<file path="src/rtl/bb_pkg.sv">
`timescale 1ns/1ps
package bb_pkg;
   typedef enum logic [2:0] {
      ST_IDLE,
      ST_PASS_RD,
      ST_BIT_RD,
      ST_RMW_RD,
      ST_RMW_WR
   } bb_state_e;

   localparam int ALIAS_EXPAND_LOG2 = 5;
endpackage

</file>
<file path="src/rtl/bb_decode.sv">
`timescale 1ns/1ps
module bb_decode #(
   parameter int           AW          = 32,
   parameter int           DW          = 32,
   parameter logic [AW-1:0] REGION_BASE = 32'h2000_0000,
   parameter logic [AW-1:0] ALIAS_BASE  = 32'h2200_0000,
   parameter int           REGION_LOG2 = 20,
   localparam int          IDX_W       = $clog2(DW),
   localparam int          LANE_W      = $clog2(DW/8)
) (
   input  logic [AW-1:0]    addr,
   output logic             hit,
   output logic [AW-1:0]    word_addr,
   output logic [IDX_W-1:0] bit_idx
);
   localparam int ALIAS_LOG2 = REGION_LOG2 + bb_pkg::ALIAS_EXPAND_LOG2;
   localparam logic [AW-1:0] ALIAS_MASK  = {AW{1'b1}} >> (AW - ALIAS_LOG2);
   localparam logic [AW-1:0] REGION_MASK = {AW{1'b1}} >> (AW - REGION_LOG2);

   if (ALIAS_LOG2 >= AW) begin : g_bad_span
      $error("alias window does not fit the address width");
   end
   if ((ALIAS_BASE & ALIAS_MASK) != '0) begin : g_bad_alias
      $error("alias base must be aligned to the window size");
   end
   if ((REGION_BASE & REGION_MASK) != '0) begin : g_bad_region
      $error("region base must be aligned to the region size");
   end

   logic [AW-1:0] off;

   always_comb begin
      off       = addr & ALIAS_MASK;
      hit       = (addr & ~ALIAS_MASK) == ALIAS_BASE;
      word_addr = REGION_BASE | ((off >> (IDX_W + 2)) << LANE_W);
      bit_idx   = off[IDX_W+1:2];
   end
endmodule

</file>
<file path="src/rtl/bb_lane.sv">
`timescale 1ns/1ps
module bb_lane #(
   parameter int  DW          = 32,
   parameter bit  BYTE_STROBE = 1'b1,
   localparam int BW          = DW / 8,
   localparam int IDX_W       = $clog2(DW)
) (
   input  logic [DW-1:0]    word,
   input  logic [IDX_W-1:0] bit_idx,
   input  logic             new_bit,
   output logic             bit_val,
   output logic [DW-1:0]    merged,
   output logic [BW-1:0]    strobe
);
   always_comb begin
      bit_val         = word[bit_idx];
      merged          = word;
      merged[bit_idx] = new_bit;
   end

   if (BYTE_STROBE) begin : g_lane_strobe
      always_comb strobe = BW'(1) << bit_idx[IDX_W-1:3];
   end else begin : g_word_strobe
      always_comb strobe = '1;
   end
endmodule

</file>
<file path="src/rtl/bb_ctrl.sv">
`timescale 1ns/1ps
module bb_ctrl #(
   parameter int  AW    = 32,
   parameter int  DW    = 32,
   localparam int BW    = DW / 8,
   localparam int IDX_W = $clog2(DW)
) (
   input  logic             clk,
   input  logic             rst_n,
   input  logic             cpu_req,
   input  logic             cpu_we,
   input  logic [AW-1:0]    cpu_addr,
   input  logic [DW-1:0]    cpu_wdata,
   input  logic [BW-1:0]    cpu_be,
   output logic             cpu_ready,
   output logic             cpu_rvalid,
   output logic [DW-1:0]    cpu_rdata,
   output logic             mem_req,
   output logic             mem_we,
   output logic             mem_lock,
   output logic [AW-1:0]    mem_addr,
   output logic [DW-1:0]    mem_wdata,
   output logic [BW-1:0]    mem_be,
   input  logic             mem_ready,
   input  logic             mem_rvalid,
   input  logic [DW-1:0]    mem_rdata,
   input  logic             dec_hit,
   input  logic [AW-1:0]    dec_word_addr,
   input  logic [IDX_W-1:0] dec_bit_idx,
   output logic [IDX_W-1:0] held_idx,
   output logic             held_bit,
   input  logic             lane_bit,
   input  logic [DW-1:0]    lane_merged,
   input  logic [BW-1:0]    lane_strobe
);
   import bb_pkg::*;

   bb_state_e     st_q, st_d;
   logic [AW-1:0] tgt_q;
   logic [DW-1:0] wr_q;
   logic          take;

   assign take = (st_q == ST_IDLE) && cpu_req && mem_ready;

   always_comb begin
      st_d       = st_q;
      mem_req    = 1'b0;
      mem_we     = 1'b0;
      mem_lock   = 1'b0;
      mem_addr   = tgt_q;
      mem_wdata  = wr_q;
      mem_be     = lane_strobe;
      cpu_ready  = 1'b0;
      cpu_rvalid = 1'b0;
      cpu_rdata  = mem_rdata;
      case (st_q)
         ST_IDLE: begin
            mem_req   = cpu_req;
            mem_addr  = dec_hit ? dec_word_addr : cpu_addr;
            mem_we    = cpu_we & ~dec_hit;
            mem_wdata = cpu_wdata;
            mem_be    = dec_hit ? {BW{1'b1}} : cpu_be;
            mem_lock  = cpu_req & dec_hit & cpu_we;
            cpu_ready = mem_ready;
            if (take) begin
               if (dec_hit) st_d = cpu_we ? ST_RMW_RD : ST_BIT_RD;
               else         st_d = cpu_we ? ST_IDLE   : ST_PASS_RD;
            end
         end
         ST_PASS_RD: begin
            cpu_rvalid = mem_rvalid;
            if (mem_rvalid) st_d = ST_IDLE;
         end
         ST_BIT_RD: begin
            cpu_rvalid = mem_rvalid;
            cpu_rdata  = DW'(lane_bit);
            if (mem_rvalid) st_d = ST_IDLE;
         end
         ST_RMW_RD: begin
            mem_lock = 1'b1;
            if (mem_rvalid) st_d = ST_RMW_WR;
         end
         ST_RMW_WR: begin
            mem_req  = 1'b1;
            mem_we   = 1'b1;
            mem_lock = 1'b1;
            if (mem_ready) st_d = ST_IDLE;
         end
         default: st_d = ST_IDLE;
      endcase
   end

   always_ff @(posedge clk or negedge rst_n) begin
      if (!rst_n) begin
         st_q     <= ST_IDLE;
         tgt_q    <= '0;
         wr_q     <= '0;
         held_idx <= '0;
         held_bit <= 1'b0;
      end else begin
         st_q <= st_d;
         if (take) begin
            tgt_q    <= dec_word_addr;
            held_idx <= dec_bit_idx;
            held_bit <= cpu_wdata[0];
         end
         if (st_q == ST_RMW_RD && mem_rvalid) begin
            wr_q <= lane_merged;
         end
      end
   end
endmodule

</file>
<file path="src/rtl/bitband_bridge.sv">
`timescale 1ns/1ps
module bitband_bridge #(
   parameter int            AW          = 32,
   parameter int            DW          = 32,
   parameter logic [AW-1:0] REGION_BASE = 32'h2000_0000,
   parameter logic [AW-1:0] ALIAS_BASE  = 32'h2200_0000,
   parameter int            REGION_LOG2 = 20,
   parameter bit            BYTE_STROBE = 1'b1,
   localparam int           BW          = DW / 8
) (
   input  logic          clk,
   input  logic          rst_n,
   input  logic          cpu_req,
   input  logic          cpu_we,
   input  logic [AW-1:0] cpu_addr,
   input  logic [DW-1:0] cpu_wdata,
   input  logic [BW-1:0] cpu_be,
   output logic          cpu_ready,
   output logic          cpu_rvalid,
   output logic [DW-1:0] cpu_rdata,
   output logic          mem_req,
   output logic          mem_we,
   output logic          mem_lock,
   output logic [AW-1:0] mem_addr,
   output logic [DW-1:0] mem_wdata,
   output logic [BW-1:0] mem_be,
   input  logic          mem_ready,
   input  logic          mem_rvalid,
   input  logic [DW-1:0] mem_rdata
);
   localparam int IDX_W = $clog2(DW);

   if (DW < 8 || (DW & (DW - 1)) != 0) begin : g_bad_dw
      $error("data width must be a power of two of at least 8");
   end

   logic             dec_hit;
   logic [AW-1:0]    dec_word_addr;
   logic [IDX_W-1:0] dec_bit_idx;
   logic [IDX_W-1:0] held_idx;
   logic             held_bit;
   logic             lane_bit;
   logic [DW-1:0]    lane_merged;
   logic [BW-1:0]    lane_strobe;

   bb_decode #(
      .AW(AW), .DW(DW), .REGION_BASE(REGION_BASE),
      .ALIAS_BASE(ALIAS_BASE), .REGION_LOG2(REGION_LOG2)
   ) u_decode (
      .addr(cpu_addr), .hit(dec_hit),
      .word_addr(dec_word_addr), .bit_idx(dec_bit_idx)
   );

   bb_lane #(.DW(DW), .BYTE_STROBE(BYTE_STROBE)) u_lane (
      .word(mem_rdata), .bit_idx(held_idx), .new_bit(held_bit),
      .bit_val(lane_bit), .merged(lane_merged), .strobe(lane_strobe)
   );

   bb_ctrl #(.AW(AW), .DW(DW)) u_ctrl (
      .clk(clk), .rst_n(rst_n),
      .cpu_req(cpu_req), .cpu_we(cpu_we), .cpu_addr(cpu_addr),
      .cpu_wdata(cpu_wdata), .cpu_be(cpu_be),
      .cpu_ready(cpu_ready), .cpu_rvalid(cpu_rvalid), .cpu_rdata(cpu_rdata),
      .mem_req(mem_req), .mem_we(mem_we), .mem_lock(mem_lock),
      .mem_addr(mem_addr), .mem_wdata(mem_wdata), .mem_be(mem_be),
      .mem_ready(mem_ready), .mem_rvalid(mem_rvalid), .mem_rdata(mem_rdata),
      .dec_hit(dec_hit), .dec_word_addr(dec_word_addr), .dec_bit_idx(dec_bit_idx),
      .held_idx(held_idx), .held_bit(held_bit),
      .lane_bit(lane_bit), .lane_merged(lane_merged), .lane_strobe(lane_strobe)
   );
endmodule

</file>
<file path="config.mk">
export PLATFORM = sky130hd
export DESIGN_NAME = bitband_bridge
export DESIGN_NICKNAME = d
export VERILOG_FILES = /design/src/rtl/bb_pkg.sv /design/src/rtl/bb_decode.sv /design/src/rtl/bb_lane.sv /design/src/rtl/bb_ctrl.sv /design/src/rtl/bitband_bridge.sv
export SDC_FILE = /design/constraint.sdc
export NUM_CORES = 1
export LEC_CHECK = 0
export BUFFER_PORTS_ARGS = -buffer_cell sky130_fd_sc_hd__buf_2
export CAP_MARGIN = 40
export CORE_UTILIZATION = 51
export DETAILED_ROUTE_END_ITERATION = 12
export PLACE_DENSITY = 0.87
export SYNTH_ARGS = -nofsm -noshare
export SYNTH_HDL_FRONTEND = slang
export SYNTH_SLANG_ARGS = --single-unit
</file>
<file path="constraint.sdc">
create_clock -name clk -period 3.2 [get_ports clk]
set_input_delay 0.64 -clock clk [delete_from_list [all_inputs] [get_ports clk]]
set_output_delay 0.64 -clock clk [all_outputs]
set_load 0.02 [all_outputs]
</file>
==> flow_metrics.py, run 1 <==
metrics = {
    "synth": {
        "postSynthRegisterBits": 60,
        "synth-edff-count": 0,
        "netlist-cell-type-count": 43,
        "synth-warning-count": 0,
        "seq_area_frac_synth": 0.337,
        "synth.cell_area_um2": 4450,
        "ys.flop_type": "sky130_fd_sc_hd__dfrtp_1",
        "synthesis.instances": 492,
        "post-synth-top-count-cell": "sky130_fd_sc_hd__nand2_1",
        "synth.net_count": 599,
        "synthTopCellsByCount": "86 x sky130_fd_sc_hd__nand2_1, 60 x sky130_fd_sc_hd__dfrtp_1, 42 x sky130_fd_sc_hd__mux2i_1, 42 x sky130_fd_sc_hd__o21ai_0, 39 x sky130_fd_sc_hd__mux2_2",
        "yosys_top_cell_by_area": "sky130_fd_sc_hd__dfrtp_1",
        "synth_largest_type_area_fraction": 0.337,
        "post_synth.cell_area_avg_um2": 9.05,
        "post_synth_main_area_contributors": "sky130_fd_sc_hd__dfrtp_1 34%, sky130_fd_sc_hd__mux2_2 9.9%, sky130_fd_sc_hd__mux2i_1 9.4%",
        "asyncSetResetFlopFracSynth": 1.00,
    },
    "cells_and_area": {
        "instances_no_fill": 790,
        "antennaDiodeCount": 0,
        "syn2layout_area_growth_pct": 29.5,
        "final_net_count": 787,
        "final_layout_size_suffix_gt1_frac": 0.448,
    },
    "drt": {
        "drt-vias-per-instance": 5.49,
        "final_wl_um": 12300,
        "ant_nets": 0,
        "drt-initial-drc-count": 166,
        "route.detailed.wl_per_inst_um": 15.6,
        "remaining_drc_errors": 0,
        "num_vias": 4336,
        "first_pass_iters": 5,
    },
    "timing": {
        "setup_violations": 0,
        "layout_worst_path_cycle_share": 0.923,
        "maxSlewViolCount": 0,
        "rsz0062_at_grt": "false",
        "maximum_clock_skew_at_final_layout_ps": 7.48,
        "fmax_mhz": 339,
        "setup_total_negative_slack_ps": 0,
        "timing.max_slew.rel_slack": 0.505,
        "finalWorstPathRequiredPeriod_ps": 2950,
        "finalWorstSetupSlack_ps": 247,
        "final_hold_viol_count": 0,
        "tightest_slew_ps": 743,
    },
    "global_route": {
        "grt_antenna_before_repair": 0,
        "grt_start_max_net_pins": 71,
        "global_route.overflow_total": 0,
        "wire_length_of_the_first_global_routing_pass_um": 18500,
        "grtUsageTotal": 0.267,
        "grt_pass1_vias": 3962,
    },
    "setup_path": {
        "cp.required_ps": 2560,
        "timing.setup.critical_path_class": "reg2out",
        "crit_path_max_incr_delay_ps": 730,
        "cpLargestDelayFamily": "flip-flops",
        "r2r.worst_path.cells": 5,
        "crit_fanout": 19,
        "critPathBufInv": 1,
        "crit_end_category": "output pin",
        "cpMaxStageDelayCell": "sky130_fd_sc_hd__dfrtp_1",
        "setup.worst_path.start_class": "flip-flop",
        "arrival_ps": 2310,
        "worst-path-stages": 5,
        "crit_path_cell_trace": "or4bb_1, o22ai_1, a211oi_1, a41oi_1, buf_2",
    },
    "placed_design": {
        "global_placement_routability_congestion": 0.839,
        "placedCellCount": 774,
        "post_place_worst_slack_ps": 468,
        "port_buffers": 210,
        "dp_hpwl_um": 9550,
    },
    "job": {
        "drv_cap": 0,
    },
    "floorplan": {
        "dieArea_um2": 9110,
        "rows": 33,
        "die_w_um": 95.5,
        "initial_core_util": 0.534,
        "core_area_um2": 8340,
        "ios": 211,
        "die_h_um": 95.5,
    },
    "clock_network": {
        "cts_repair_resize_count": 0,
        "cts_root_buffer": "sky130_fd_sc_hd__clkbuf_8",
        "htreeDepth": 3,
        "clock_input_transition_at_the_sequential_cells_of_the_worst_setup_and_hold_paths_ps": 70,
        "post_cts_setup_buffers": 0,
        "cts_buf_count": 9,
        "worst_skew_pair.late_latency_ps": 330,
        "cts_tree": "built",
        "hold_buffers": 0,
        "clock_sinks": 60,
        "cts_buffer_depth": 2,
    },
    "pwr": {
        "total_leakage_power_uw": 0.00299,
        "vdd.ir_drop.worst_v": 0.000330,
        "power_density_nw_per_um2": 601,
        "total_power_uw": 3470,
    },
    "status": {
        "run_status": "finished, final reports clean",
    },
    "worst_hold_path": {
        "hp-class": "in2async",
    },
}
logic make-up after synthesis:
kind of cell             count (synthesis)  share of synthesized area
XOR/XNOR                                 1                    0.00197
AND/OR/NAND/NOR                        205                      0.230
multiplexers                           103                      0.272
buffers and inverters                   46                     0.0562
flip-flops                              60                      0.337
AO/OA/AOI/OAI                           76                     0.0994
adder cells (fa/ha/maj)                  1                    0.00281
where the power goes:
part / switching (uW) / total, uW / internal [uW]
logic: 868 / 1580 / 710
registers: 170 / 1040 / 872
clock network: 309 / 848 / 538
total: 1350 / 3470 / 2120
per-stage QoR:
step,hold WS [ps],util,area (um2)
after global placement,449,0.658,5490
after detailed placement,451,0.662,5520
after global routing,428,0.692,5770
after floorplan,344,-,4450
after CTS,385,0.692,5770
final,364,0.692,5770
layer usage:
metal	vias up	part of all wire	GRT usage
met4	0	0.016	0.102
met1	2005	0.39	0.322
met3	21	0.081	0.0447
met5	-	0	0
li1	2089	-	-
met2	221	0.51	0.475
placed cells by master, fill, tap and decap left out, types with 2 or more instances in the layout:
cell                        synthesis  routed
sky130_fd_sc_hd__nor2b_1           17      17
sky130_fd_sc_hd__nand2b_1           5       5
sky130_fd_sc_hd__o21ai_0           42      42
sky130_fd_sc_hd__nand2_1           86      86
sky130_fd_sc_hd__dfrtp_1           60      60
sky130_fd_sc_hd__buf_2             17     210
sky130_fd_sc_hd__nand3b_1           4       4
sky130_fd_sc_hd__mux2i_1           42      42
sky130_fd_sc_hd__bufinv_16          0       3
sky130_fd_sc_hd__nor2_1            35      35
sky130_fd_sc_hd__mux2_2            39      39
sky130_fd_sc_hd__nor3b_1            4       3
sky130_fd_sc_hd__nor3_1             6       6
sky130_fd_sc_hd__o21a_1             2       2
sky130_fd_sc_hd__clkbuf_8           0      10
sky130_fd_sc_hd__mux4_2             3       3
sky130_fd_sc_hd__o22ai_1            2       2
sky130_fd_sc_hd__a31o_2             2       2
sky130_fd_sc_hd__a31oi_1           20      20
sky130_fd_sc_hd__or4bb_1            2       2
sky130_fd_sc_hd__and3_1            12      12
sky130_fd_sc_hd__mux2_4            19      19
sky130_fd_sc_hd__nand3_1            6       5
sky130_fd_sc_hd__buf_4              5       9
sky130_fd_sc_hd__and2_1             5       5
sky130_fd_sc_hd__and2b_1           18      18
cell type report:
type                            instances  area (um2)
Clock buffer                           10         138
Fill cell                             671        2570
Clock inverter                          6         111
Sequential cell                        60        1500
Multi-Input combinational cell        386        2710
Timing Repair Buffer                  221        1170
Inverter                                2        7.51
Tap cell                              105         131
state kept, by name (all words and copies together), names as in the netlist:
register	cells
u_ctrl.wr_q	32
u_ctrl.tgt_q	19
u_ctrl.held_idx	5
u_ctrl.st_q	3
u_ctrl.held_bit	1
final timing paths:
check	startpoint	endpoint	slack, ps
max	u_ctrl.held_idx[3]$_DFFE_PN0P_	cpu_rdata[0]	250
min	rst_n	u_ctrl.wr_q[28]$_DFFE_PN0P_	360
max reg2reg	u_ctrl.st_q[2]$_DFFE_PN0P_	u_ctrl.tgt_q[6]$_DFFE_PN0P_	1160
min reg2reg	u_ctrl.tgt_q[29]$_DFFE_PN0P_	u_ctrl.tgt_q[29]$_DFFE_PN0P_	470
max in group asynchronous	rst_n	u_ctrl.st_q[1]$_DFFE_PN0P_	2120
min in group clk	u_ctrl.tgt_q[29]$_DFFE_PN0P_	u_ctrl.tgt_q[29]$_DFFE_PN0P_	470
(Power assumes the default switching activity.)
==> inputs of run 2 (changes only) <==
- CORE_UTILIZATION: 51 -> 50
- PLACE_DENSITY: 0.87 -> 0.85
- SKIP_LAST_GASP: unset -> 1
==> run 2 against run 1 <==
  * Clock power down 19%
  * Largest power group unchanged
  * Critical path depth unchanged
  * Hold slack worse by 4.6 ps
  * Count of clock-buffer cells in the layout down 1
  * Clock skew down 2.1 ps
  * Die area up 2.0%
  * Sequential share of layout area up 0.20 points
  * Critical path type unchanged
  * Highest routed layer unchanged
==> flow_metrics.py, run 2 (same netlist as run 1, synthesis figures left out) <==
metrics = {
    "global_route": {
        "wire_length_of_the_first_global_routing_pass_um": 18600,
        "grt_start_max_net_pins": 70,
        "grt_pass1_vias": 3939,
        "grtUsageTotal": 0.264,
        "global_route.overflow_total": 0,
        "grt_antenna_before_repair": 0,
    },
    "timing": {
        "fmax_mhz": 330,
        "rsz0062_at_grt": "false",
        "finalWorstSetupSlack_ps": 171,
        "layout_worst_path_cycle_share": 0.946,
        "setup_violations": 0,
        "finalWorstPathRequiredPeriod_ps": 3030,
        "timing.max_slew.rel_slack": 0.523,
        "final_hold_viol_count": 0,
        "maximum_clock_skew_at_final_layout_ps": 5.33,
        "setup_total_negative_slack_ps": 0,
        "tightest_slew_ps": 715,
        "maxSlewViolCount": 0,
    },
    "clock_network": {
        "post_cts_setup_buffers": 0,
        "clock_input_transition_at_the_sequential_cells_of_the_worst_setup_and_hold_paths_ps": 70,
        "cts_buf_count": 9,
        "cts_tree": "built",
        "clock_sinks": 60,
        "cts_buffer_depth": 2,
        "cts_repair_resize_count": 0,
        "hold_buffers": 0,
        "worst_skew_pair.late_latency_ps": 330,
        "htreeDepth": 3,
        "cts_root_buffer": "sky130_fd_sc_hd__clkbuf_8",
    },
    "drt": {
        "drt-initial-drc-count": 120,
        "remaining_drc_errors": 0,
        "route.detailed.wl_per_inst_um": 15.7,
        "drt-vias-per-instance": 5.43,
        "final_wl_um": 12400,
        "first_pass_iters": 5,
        "ant_nets": 0,
        "num_vias": 4307,
    },
    "pwr": {
        "power_switching_share": 0.414,
        "power_density_nw_per_um2": 580,
        "internal-power_uw": 1940,
        "total_leakage_power_uw": 0.00296,
        "clkPwrFrac": 0.206,
        "power.share.sequential": 0.311,
        "vdd.ir_drop.worst_v": 0.000308,
        "switching_power_uw": 1370,
        "power_frac_comb": 0.484,
    },
    "setup_path": {
        "cp.required_ps": 2560,
        "crit_fanout": 19,
        "crit_end_category": "output pin",
        "setup.worst_path.start_class": "flip-flop",
        "critical_path.reg2reg.endpoint": "u_ctrl.held_idx[4]$_DFFE_PN0P_",
        "reg2reg_from": "u_ctrl.st_q[2]$_DFFE_PN0P_",
        "timing.setup.critical_path_class": "reg2out",
        "arrival_ps": 2390,
        "rrSetupSlack_ps": 1140,
        "r2r.worst_path.cells": 5,
    },
    "floorplan": {
        "rows": 34,
        "core_area_um2": 8680,
        "initial_core_util": 0.513,
        "dieArea_um2": 9290,
        "ios": 211,
        "die_w_um": 96.4,
        "die_h_um": 96.4,
    },
    "job": {
        "drv_cap": 0,
    },
    "cells_and_area": {
        "number_of_fill_cells": 749,
        "largestRegisters": "u_ctrl.wr_q: 32 flops, u_ctrl.tgt_q: 19 flops, u_ctrl.held_idx: 5 flops",
        "largest_register_ff_count": 32,
        "ff_latch_area_um2": 1500,
        "largest_register": "u_ctrl.wr_q",
        "multiInputGateArea_um2": 2710,
        "most-common-layout-cells": "210 x sky130_fd_sc_hd__buf_2, 86 x sky130_fd_sc_hd__nand2_1, 60 x sky130_fd_sc_hd__dfrtp_1",
        "antennaDiodeCount": 0,
        "final_common_cell": "sky130_fd_sc_hd__buf_2",
        "final_layout_size_suffix_gt1_frac": 0.448,
        "final_net_count": 787,
        "syn2layout_area_growth_pct": 28.5,
    },
    "placed_design": {
        "port_buffers": 210,
        "post_place_worst_slack_ps": 561,
        "dp_hpwl_um": 9480,
        "global_placement_routability_congestion": 0.847,
    },
    "worst_hold_path": {
        "hp-class": "in2async",
    },
    "status": {
        "run_status": "finished, final reports clean",
    },
}
## run 2: cell count changes in the layout (fill, tap and decap cells not counted)
cell,before,now
sky130_fd_sc_hd__clkinv_4,1,2
sky130_fd_sc_hd__clkbuf_8,10,9
sky130_fd_sc_hd__bufinv_16,3,1
sky130_fd_sc_hd__clkinvlp_4,1,2
sky130_fd_sc_hd__inv_6,0,1
## run 2: how the worst max path moves through the flow
stage	endpoint	startpoint	cells past startpoint
after detailed placement	cpu_rdata[0]	u_ctrl.held_idx[3]$_DFFE_PN0P_	5
after CTS	cpu_rdata[0]	u_ctrl.held_idx[3]$_DFFE_PN0P_	5
after floorplan	mem_addr[10]	cpu_addr[27]	6
after global routing	cpu_rdata[0]	u_ctrl.held_idx[3]$_DFFE_PN0P_	5
final	cpu_rdata[0]	u_ctrl.held_idx[3]$_DFFE_PN0P_	5
after global placement	cpu_rdata[0]	u_ctrl.held_idx[3]$_DFFE_PN0P_	5
## run 2: final cells by class
class,count,area share
clock inverters,7,0.0133
flip-flops and latches,60,0.262
inverters,2,0.00131
well taps,108,0.0236
repair buffers,221,0.204
clock buffers,9,0.0216
multi-input cells,386,0.474
## run 2: worst max-delay path, stage by stage (launching register included)
cell,delay [ps]
sky130_fd_sc_hd__dfrtp_1,740
sky130_fd_sc_hd__or4bb_1,530
sky130_fd_sc_hd__o22ai_1,200
sky130_fd_sc_hd__a211oi_1,80
sky130_fd_sc_hd__a41oi_1,300
sky130_fd_sc_hd__buf_2,210
## run 2: layer usage
metal	GRT usage	share of wire
met2	0.482	0.50
met5	0	0
met3	0.0329	0.064
met1	0.316	0.41
met4	0.102	0.019
## run 2: per-stage QoR
step	instance area (um2)	util	hold WS, ps	total power (uW)	std cells
2_1_floorplan	4450	-	344	2170	492
3_3_place_gp	5500	0.633	451	2580	776
4_1_cts	5720	0.659	366	3340	793
5_1_grt	5720	0.659	412	3520	793
6_report	5720	0.659	360	3320	793
3_5_place_dp	5520	0.636	453	2640	777
## run 2: power groups by stage
| stage | logic [uW] | clock network [uW] | registers [uW] |
|---|---|---|---|
| floorplan | 1240 | 0 | 932 |
| global placement | 1520 | 0 | 1060 |
| detailed placement | 1610 | 0 | 1040 |
| CTS | 1610 | 697 | 1030 |
| global route | 1740 | 729 | 1050 |
| finish | 1600 | 683 | 1030 |
==> inputs of run 3 (changes only) <==
--- a/config.mk
+++ b/config.mk
@@ -9,2 +9,3 @@
 export CAP_MARGIN = 40
+export CORE_ASPECT_RATIO = 1.2
 export CORE_UTILIZATION = 50
==> constraint.sdc (replaced) <==
create_clock -name clk -period 3.2 [get_ports clk]
set_input_delay 0.16 -clock clk [delete_from_list [all_inputs] [get_ports clk]]
set_output_delay 0.16 -clock clk [all_outputs]
set_load 0.02 [all_outputs]
==> run 3 against run 2 <==
  * Global-route usage grew 1.1 points
  * Critical path type unchanged
  * Hold slack lost 280 ps
  * Routed wire length grew 2.4%
  * Count of clock-buffer cells in the layout grew 2
  * Utilization grew 0.63 points
  * Critical path depth is the same
  * Final area grew 0.17%
  * Combinational power shrank 3%
  * Critical endpoint unchanged
  * Worst setup slack gained 470 ps
  * Die area is essentially flat
==> flow_metrics.py, run 3 (same netlist as run 1, synthesis figures left out) <==
metrics = {
    "cells_and_area": {
        "antennaDiodeCount": 0,
        "number_of_fill_cells": 703,
        "most-common-layout-cells": "210 x sky130_fd_sc_hd__buf_2, 86 x sky130_fd_sc_hd__nand2_1, 60 x sky130_fd_sc_hd__dfrtp_1",
        "largest_register_ff_count": 32,
        "final_layout_size_suffix_gt1_frac": 0.444,
        "utilization": 0.666,
        "largestRegisters": "u_ctrl.wr_q: 32 flops, u_ctrl.tgt_q: 19 flops, u_ctrl.held_idx: 5 flops",
        "final_common_cell": "sky130_fd_sc_hd__buf_2",
        "syn2layout_area_growth_pct": 28.7,
        "final_net_count": 784,
        "largest_register": "u_ctrl.wr_q",
    },
    "drt": {
        "remaining_drc_errors": 0,
        "route.detailed.wl_per_inst_um": 15.9,
        "num_vias": 4462,
        "first_pass_iters": 5,
        "drt-vias-per-instance": 5.58,
        "final_wl_um": 12700,
        "ant_nets": 0,
        "drt-initial-drc-count": 199,
    },
    "floorplan": {
        "initial_core_util": 0.517,
        "ios": 211,
        "dieArea_um2": 9290,
        "die_h_um": 105,
        "rows": 37,
        "die_w_um": 88.2,
        "core_area_um2": 8610,
    },
    "setup_path": {
        "cpLargestDelayFamily": "compound AO/OA/AOI/OAI gates",
        "arrival_ps": 2390,
        "critPathBufInv": 1,
        "crit_path_cell_trace": "nor3b_1, o2bb2ai_1, o21ai_0, a41oi_1, buf_2",
        "crit_path_max_incr_delay_ps": 610,
        "crit_fanout": 17,
        "timing.setup.critical_path_class": "reg2out",
        "cpMaxStageDelayCell": "sky130_fd_sc_hd__nor3b_1",
        "cp.required_ps": 3040,
        "crit_end_category": "output pin",
        "setup.worst_path.start_class": "flip-flop",
    },
    "timing": {
        "setup_violations": 0,
        "timing.max_slew.rel_slack": 0.532,
        "maximum_clock_skew_at_final_layout_ps": 11.3,
        "fmax_mhz": 391,
        "rsz0062_at_grt": "false",
        "layout_worst_path_cycle_share": 0.798,
        "final_hold_viol_count": 0,
        "finalWorstPathRequiredPeriod_ps": 2550,
        "tightest_slew_ps": 703,
        "setup_total_negative_slack_ps": 0,
        "maxSlewViolCount": 0,
    },
    "placed_design": {
        "dp_hpwl_um": 9790,
        "port_buffers": 210,
        "global_placement_routability_congestion": 0.953,
    },
    "pwr": {
        "vdd.ir_drop.worst_v": 0.000347,
        "power_density_nw_per_um2": 579,
        "total_leakage_power_uw": 0.00295,
    },
    "job": {
        "drv_cap": 0,
    },
    "global_route": {
        "grtUsageTotal": 0.275,
        "grt_antenna_before_repair": 0,
        "global_route.overflow_total": 0,
        "grt_pass1_vias": 4158,
        "grt_start_max_net_pins": 94,
        "wire_length_of_the_first_global_routing_pass_um": 19500,
    },
    "worst_hold_path": {
        "hp-class": "in2reg",
    },
    "clock_network": {
        "clock_sinks": 60,
        "clock_input_transition_at_the_sequential_cells_of_the_worst_setup_and_hold_paths_ps": 70,
        "htreeDepth": 3,
        "cts_tree": "built",
        "cts_buffer_depth": 2,
        "cts_root_buffer": "sky130_fd_sc_hd__clkbuf_8",
        "worst_skew_pair.late_latency_ps": 340,
        "cts_buf_count": 9,
    },
    "status": {
        "run_status": "finished, final reports clean",
    },
}
[run 3: cell count changes in the layout (fill, tap and decap cells not counted)]
cell                            change
sky130_fd_sc_hd__buf_4              -5
sky130_fd_sc_hd__buf_8              +1
sky130_fd_sc_hd__clkbuf_8           +2
sky130_fd_sc_hd__clkinv_2           -1
sky130_fd_sc_hd__clkinv_4           -2
sky130_fd_sc_hd__clkinvlp_4         +2
sky130_fd_sc_hd__dlygate4sd3_1      +1
sky130_fd_sc_hd__inv_6              -1
[run 3: through the flow]
stage | instance area [um2] | hold WS [ps] | setup WS, ps | cells | power, uW
CTS | 5730 | 59.5 | 643 | 799 | 3330
finish | 5730 | 78.0 | 645 | 799 | 3320
detailed placement | 5510 | 213 | 996 | 782 | 2610
floorplan | 4450 | -136 | 1420 | 492 | 2170
global placement | 5470 | 205 | 1020 | 780 | 2550
global route | 5730 | 57.7 | 476 | 799 | 3510
[run 3: repair_timing]
| item | in CTS | in global routing |
|---|---|---|
| gates resized for setup | 0 | 0 |
| hold buffers | 1 | 0 |
| hold endpoints to repair | 27 | 0 |
| setup buffers | 0 | 0 |
[run 3: final cells by class]
| type | instances | area, um2 | share of cell area |
|---|---|---|---|
| tap | 117 | 146 | 0.0255 |
| clock inverter | 5 | 60.1 | 0.0105 |
| inverter | 2 | 7.51 | 0.00131 |
| sequential | 60 | 1500 | 0.262 |
| timing repair buffer | 218 | 1150 | 0.201 |
| clock buffer | 11 | 151 | 0.0264 |
| multi-input combinational | 386 | 2710 | 0.473 |
[run 3: metal layers]
layer | part of all wire | vias to the layer above | routed length (um) | GRT usage
li1 | - | 2080 | - | -
met1 | 0.38 | 2095 | 4790 | 0.304
met2 | 0.51 | 247 | 6490 | 0.491
met3 | 0.075 | 40 | 959 | 0.0579
met4 | 0.039 | 0 | 495 | 0.131
met5 | 0 | - | 0 | 0
[run 3: final timing paths]
kind                                                start                             end  slack, ps  cells past startpoint
max reg2reg                    u_ctrl.st_q[2]$_DFFE_PN0P_     u_ctrl.tgt_q[5]$_DFFE_PN0P_       1090                      5
max                        u_ctrl.held_idx[4]$_DFFE_PN0P_                    cpu_rdata[0]        650                      5
min                                           cpu_addr[6]  u_ctrl.held_idx[4]$_DFFE_PN0P_         80                      2
min in group asynchronous                           rst_n      u_ctrl.wr_q[3]$_DFFE_PN0P_        370                      2
max in group asynchronous                           rst_n     u_ctrl.tgt_q[4]$_DFFE_PN0P_       1960                      3
min reg2reg                  u_ctrl.tgt_q[29]$_DFFE_PN0P_    u_ctrl.tgt_q[29]$_DFFE_PN0P_        480                      1
[run 3: power breakdown]
part           total, uW  switching [uW]  internal, uW
Sequential          1060             190           871
Clock                714             312           402
Combinational       1550             856           690
